**config.mk**
```make
export PLATFORM = sky130hd
export DESIGN_NAME = flag_status_reg
export DESIGN_NICKNAME = d
export VERILOG_FILES = /design/src/rtl/sflag_pkg.sv /design/src/rtl/sflag_alu_merge.sv /design/src/rtl/sflag_bitcopy.sv /design/src/rtl/sflag_irq_ctrl.sv /design/src/rtl/flag_status_reg.sv
export SDC_FILE = /design/constraint.sdc
export NUM_CORES = 1
export LEC_CHECK = 0
export ABC_CLOCK_PERIOD_IN_PS = 1120
export BUFFER_PORTS_ARGS = -buffer_cell sky130_fd_sc_hd__buf_2
export CELL_PAD_IN_SITES_DETAIL_PLACEMENT = 0
export CELL_PAD_IN_SITES_GLOBAL_PLACEMENT = 1
export CORE_ASPECT_RATIO = 0.8
export CORE_MARGIN = 5
export CORE_UTILIZATION = 23
export DETAILED_ROUTE_END_ITERATION = 10
export PLACE_DENSITY = 0.88
export SYNTH_ARGS = -nofsm -noshare
export SYNTH_HDL_FRONTEND = slang
export SYNTH_SLANG_ARGS = --single-unit
```
**constraint.sdc**
```tcl
create_clock -name clk -period 1.12 [get_ports clk]
set_input_delay 0.112 -clock clk [delete_from_list [all_inputs] [get_ports clk]]
set_output_delay 0.112 -clock clk [all_outputs]
set_load 0.01 [all_outputs]
```
**src/rtl/sflag_pkg.sv**
```systemverilog
package sflag_pkg;

    localparam int unsigned SR_W = 8;

    localparam int unsigned POS_C = 0;
    localparam int unsigned POS_Z = 1;
    localparam int unsigned POS_N = 2;
    localparam int unsigned POS_V = 3;
    localparam int unsigned POS_S = 4;
    localparam int unsigned POS_H = 5;
    localparam int unsigned POS_T = 6;
    localparam int unsigned POS_I = 7;

    // Bits the arithmetic unit may write through its mask
    localparam logic [SR_W-1:0] ALU_OWNED = 8'b0010_1111;

    typedef struct packed {
        logic ie;
        logic cpy;
        logic hc;
        logic sg;
        logic ov;
        logic ng;
        logic zr;
        logic cy;
    } sflags_t;

    function automatic logic sign_of(input logic neg, input logic ovf);
        return neg ^ ovf;
    endfunction

endpackage

```
**src/rtl/sflag_alu_merge.sv**
```systemverilog
module sflag_alu_merge
    import sflag_pkg::*;
(
    input  sflags_t          cur,
    input  logic             alu_we,
    input  logic [SR_W-1:0]  alu_mask,
    input  logic [SR_W-1:0]  alu_flags,
    output sflags_t          nxt
);
    logic [SR_W-1:0] cur_v;
    logic [SR_W-1:0] merged;
    logic            unused_ctl;

    assign cur_v = cur;

    for (genvar k = 0; k < SR_W; k++) begin : g_bit
        if (ALU_OWNED[k]) begin : g_owned
            assign merged[k] = (alu_we && alu_mask[k]) ? alu_flags[k] : cur_v[k];
        end else begin : g_kept
            assign merged[k] = cur_v[k];
        end
    end

    assign unused_ctl = ^{alu_mask & ~ALU_OWNED, alu_flags & ~ALU_OWNED};

    always_comb begin
        nxt = sflags_t'(merged);
        if (alu_we) begin
            nxt.sg = sign_of(merged[POS_N], merged[POS_V]);
        end
    end

endmodule

```
**src/rtl/sflag_bitcopy.sv**
```systemverilog
module sflag_bitcopy #(
    parameter int unsigned DATA_W = 8,
    localparam int unsigned SEL_W = $clog2(DATA_W)
) (
    input  logic              slot,
    input  logic [DATA_W-1:0] operand,
    input  logic [SEL_W-1:0]  bit_sel,
    output logic              picked,
    output logic [DATA_W-1:0] inserted
);
    assign picked = operand[bit_sel];

    for (genvar k = 0; k < DATA_W; k++) begin : g_ins
        assign inserted[k] = (bit_sel == SEL_W'(k)) ? slot : operand[k];
    end

endmodule

```
**src/rtl/sflag_irq_ctrl.sv**
```systemverilog
module sflag_irq_ctrl (
    input  logic cur_ie,
    input  logic irq_take,
    input  logic irq_ret,
    input  logic bus_we,
    input  logic bus_ie,
    output logic nxt_ie
);
    // Priority: entry, then return, then bus write, then hold
    always_comb begin
        if (irq_take)      nxt_ie = 1'b0;
        else if (irq_ret)  nxt_ie = 1'b1;
        else if (bus_we)   nxt_ie = bus_ie;
        else               nxt_ie = cur_ie;
    end

endmodule

```
**src/rtl/flag_status_reg.sv**
```systemverilog
module flag_status_reg
    import sflag_pkg::*;
#(
    parameter int unsigned DATA_W = 8,
    localparam int unsigned SEL_W = $clog2(DATA_W)
) (
    input  logic              clk,
    input  logic              rst,
    input  logic              alu_we,
    input  logic [7:0]        alu_mask,
    input  logic [7:0]        alu_flags,
    input  logic              bst_en,
    input  logic [SEL_W-1:0]  bit_sel,
    input  logic [DATA_W-1:0] operand,
    input  logic              irq_take,
    input  logic              irq_ret,
    input  logic              bus_we,
    input  logic [7:0]        bus_wdata,
    output logic [7:0]        sreg_q,
    output logic [DATA_W-1:0] bld_result,
    output logic              int_allow
);
    sflags_t cur_q;
    sflags_t alu_nxt;
    sflags_t low_nxt;
    sflags_t bus_v;
    sflags_t d_nxt;
    logic    picked;
    logic    ie_nxt;

    assign bus_v = sflags_t'(bus_wdata);

    sflag_alu_merge u_alu (
        .cur       (cur_q),
        .alu_we    (alu_we),
        .alu_mask  (alu_mask),
        .alu_flags (alu_flags),
        .nxt       (alu_nxt)
    );

    sflag_bitcopy #(.DATA_W(DATA_W)) u_copy (
        .slot     (cur_q.cpy),
        .operand  (operand),
        .bit_sel  (bit_sel),
        .picked   (picked),
        .inserted (bld_result)
    );

    sflag_irq_ctrl u_irq (
        .cur_ie   (cur_q.ie),
        .irq_take (irq_take),
        .irq_ret  (irq_ret),
        .bus_we   (bus_we),
        .bus_ie   (bus_v.ie),
        .nxt_ie   (ie_nxt)
    );

    always_comb begin
        low_nxt = alu_nxt;
        if (bst_en) low_nxt.cpy = picked;
        if (bus_we) low_nxt = bus_v;
        d_nxt    = low_nxt;
        d_nxt.ie = ie_nxt;
    end

    always_ff @(posedge clk) begin
        if (rst) begin
            cur_q     <= '0;
            int_allow <= 1'b0;
        end else begin
            cur_q     <= d_nxt;
            int_allow <= ie_nxt;
        end
    end

    assign sreg_q = cur_q;

endmodule

```
==> qor.yml <==
floorplan:
  floorplan.rows: 17
  start_util_pct: 23.8
  floorplan.core_area_um2: 2740
  io_pins: 59
  fp.dieW_um: 69.6
  die-area_um2: 4010
  die-height_um: 57.7
synth:
  postSynthAreaPerCell_um2: 8.27
  synth.lib_cells_used.distinct: 27
  synth_top_cell_by_area: "dfxtp_1"
  synthesis.nets: 121
  synth_area_leaders: "dfxtp_1, mux2_2, mux2i_1"
  synth.top_cell.area_share_pct: 24.5
  synth.ff_latch_count: 8
  synth_sequential_area_ratio_pct: 24.5
  yosysWarnings: 0
  synthesis.area_um2: 653
  synth_cells: 79
sta:
  hold_violations: 0
  fin_skew_ns: 0.00211
  report.final.slew_viol_count: 0
  min_period_ns: 1.13
  tightestPinTransition_ns: 0.225
  grt_setup_unrepaired: "true"
  finalSetupViolCount: 7
  finalHoldWorstSlack_ns: 0.0242
  post-route-period-util_pct: 101
  fmax_mhz: 883
  finalWorstSetupSlack_ns: -0.0130
  remaining_max_slew_budget_at_the_tightest_pin_pct: 84.6
clocking:
  cts_max_level: 1
  total_number_of_clock_tree_sinks: 8
  cts_tree: "yes"
  post_cts.repair.setup_buffers: 0
  clockBufferDepth: 2
  worstSkewPairLatency_ns: 0.25
  cts.clk_slew.worst_paths_ns: 0.05
  cts-root-buf: "clkbuf_4"
  numCtsBuffers: 3
global_route:
  grt_first_pass_wirelength_mm: 3.42
  first_global_vias: 787
  final_global_route_overflow_total: 0
  grt_use_total_pct: 10.5
  antenna_found_initial: 0
  grt_start_max_net_pins: 12
critical_path:
  worstReg2RegEnd: "sreg_q[4]"
  critical_path.max_fanout: 10
  path_cells: "mux2_2 > buf_6"
  worstSetupPathType: "register to output pin"
  worst-endpoint-arrival_ns: 1.02
  crit_path_start_kind: "register"
  timing.critical_path.slowest_stage_cell: "dfxtp_4"
  reg2regPathDepth: 3
  reg2reg_from: "sreg_q[3]"
  slowest_delay_ns: 0.37
  required_ns: 1.01
  critical_path.endpoint_type: "output pin"
  reg2reg_setup_slack_ns: 0.24
power_and_ir_drop:
  p_comb_share_pct: 37.9
  internal-power_uw: 614
  power_leakage_uw: 0.000508
  max-vdd-ir-drop_v: 0.000269
  power_frac_clock_pct: 25.4
  power.share.sequential_pct: 36.7
  netSwitchingPower_uw: 260
  power.share.switching_pct: 29.8
  p_per_cell_area_nw_per_um2: 834
worst_hold_path:
  hold_start: "irq_take"
  worst_hold_path_type: "input pin to register"
  worstHoldEndpoint: "sreg_q[7]"
  timing.hold.worst_path_depth: 2
drt:
  via_count: 765
  detailedRoute.firstPassIterationCount: 2
  antenna_left: 0
  violation_count_after_the_first_detailed_route_iteration: 52
  drc: 0
  drt-vias-per-instance: 4.58
  avgRoutedWirePerCell_um: 12.8
  wirelength_mm: 2.14
run_status:
  run_status: "complete, but fails checks"
  violations: "negative setup slack"
cells_and_area:
  num_antenna_cells: 0
  area.growth.synth_to_final_pct: 60.3
  layout-drive-gt1-share_pct: 58.1
  nNetsFinal: 173
  stdcell_count: 167
  largest_register_ff_count: 8
  num-fill-cells: 301
placement:
  port_buffers: 52
  place_ws_ns: -0.0665
  place.detailed.instances: 164
  final_replace_weighted_congestion: 0.776
  detailedPlacementHpwl_mm: 1.70
flow_run:
  max_cap_violations: 0
==> through the flow <==
| stage | power (uW) | utilization, % | TNS, ns | area, um^2 |
|---|---|---|---|---|
| 2_1_floorplan | 491 | - | 0 | 653 |
| 3_3_place_gp | 605 | 34.1 | -0.0354 | 935 |
| 3_5_place_dp | 614 | 34.1 | -0.129 | 935 |
| 4_1_cts | 855 | 35.4 | -0.248 | 971 |
| 5_1_grt | 932 | 38.2 | -0.327 | 1050 |
| 6_report | 874 | 38.2 | -0.0651 | 1050 |
==> per-layer routing <==
| layer | routed length, um | track usage, % | vias to the layer above |
|---|---|---|---|
| met2 | 1110 | 18.8 | 26 |
| met4 | 36 | 6.41 | 0 |
| met1 | 889 | 11.7 | 350 |
| li1 | - | - | 385 |
| met5 | 0 | 0 | - |
| met3 | 106 | 1.73 | 4 |
==> worst max-delay path by stage <==
stage                                to  slack (ns)        from
final                     bld_result[1]       -0.01   sreg_q[6]
after global routing      bld_result[4]       -0.06  bit_sel[2]
after CTS                 bld_result[4]       -0.06   sreg_q[6]
after detailed placement  bld_result[4]       -0.07  bit_sel[2]
after global placement    bld_result[4]       -0.04  bit_sel[2]
after floorplan           bld_result[4]        0.08  bit_sel[2]
==> cells in the final DEF, fill, tap and decap left out, drive strengths merged <==
cell type and count:
mux2 8, a211oi 1, buf 56, nand2 8, nor3b 4, a21oi 3, mux2i 5, xnor2 1
clkbuf 3, o21a 2, a21boi 3, nor2 5, nor3 6, or3b 1, nand3b 1, a311oi 3
nand3 2, o2111ai 1, nor2b 6, o22ai 2, dfxtp 8
==> cell usage after synthesis (all sizes together) <==
cell type,instances
or3b,1
mux2,8
a211oi,1
o21a,2
mux2i,5
nor3,6
nor2b,6
nand3,2
nor3b,4
nand2,8
o2111ai,1
xnor2,1
a21boi,3
dfxtp,8
nand3b,1
nor2,5
a21oi,3
o22ai,2
clkbuf,1
a311oi,3
buf,8
==> final cells by class <==
class / count / area (um^2) / area share [%]
timing repair buffer: 56 / 337 / 32.1
sequential: 8 / 164 / 15.7
tap: 38 / 47.5 / 4.54
multi-input combinational: 62 / 477 / 45.5
clock buffer: 3 / 22.5 / 2.15
==> worst max-delay path, delay by kind of cell (launching register included) <==
family,cells,cell delay (ns)
buffers and inverters,1,0.12
DFF,1,0.37
muxes,1,0.28
==> cell families after synthesis <==
| logic type | Yosys count | synth area share [%] |
|---|---|---|
| buffers and inverters | 9 | 8.62 |
| and+or+nand+nor | 33 | 27.6 |
| muxes | 13 | 21.5 |
| AOI/OAI and AO/OA | 15 | 16.5 |
| xor gates and xnor gates | 1 | 1.34 |
| DFF | 8 | 24.5 |
==> power groups by stage <==
| stage | Combinational [uW] | Clock (uW) | Sequential [uW] |
|---|---|---|---|
| CTS | 294 | 241 | 320 |
| global route | 363 | 246 | 323 |
| finish | 331 | 222 | 320 |
| detailed placement | 289 | 0 | 325 |
| floorplan | 159 | 0 | 332 |
| global placement | 281 | 0 | 324 |
==> timing repair <==
action	4_1_cts	5_1_grt
hold buffers	0	0
gates resized for setup	4	16
pin swaps	0	0
endpoints found under the setup margin	8	8
Power figures use the tool's default switching activity.
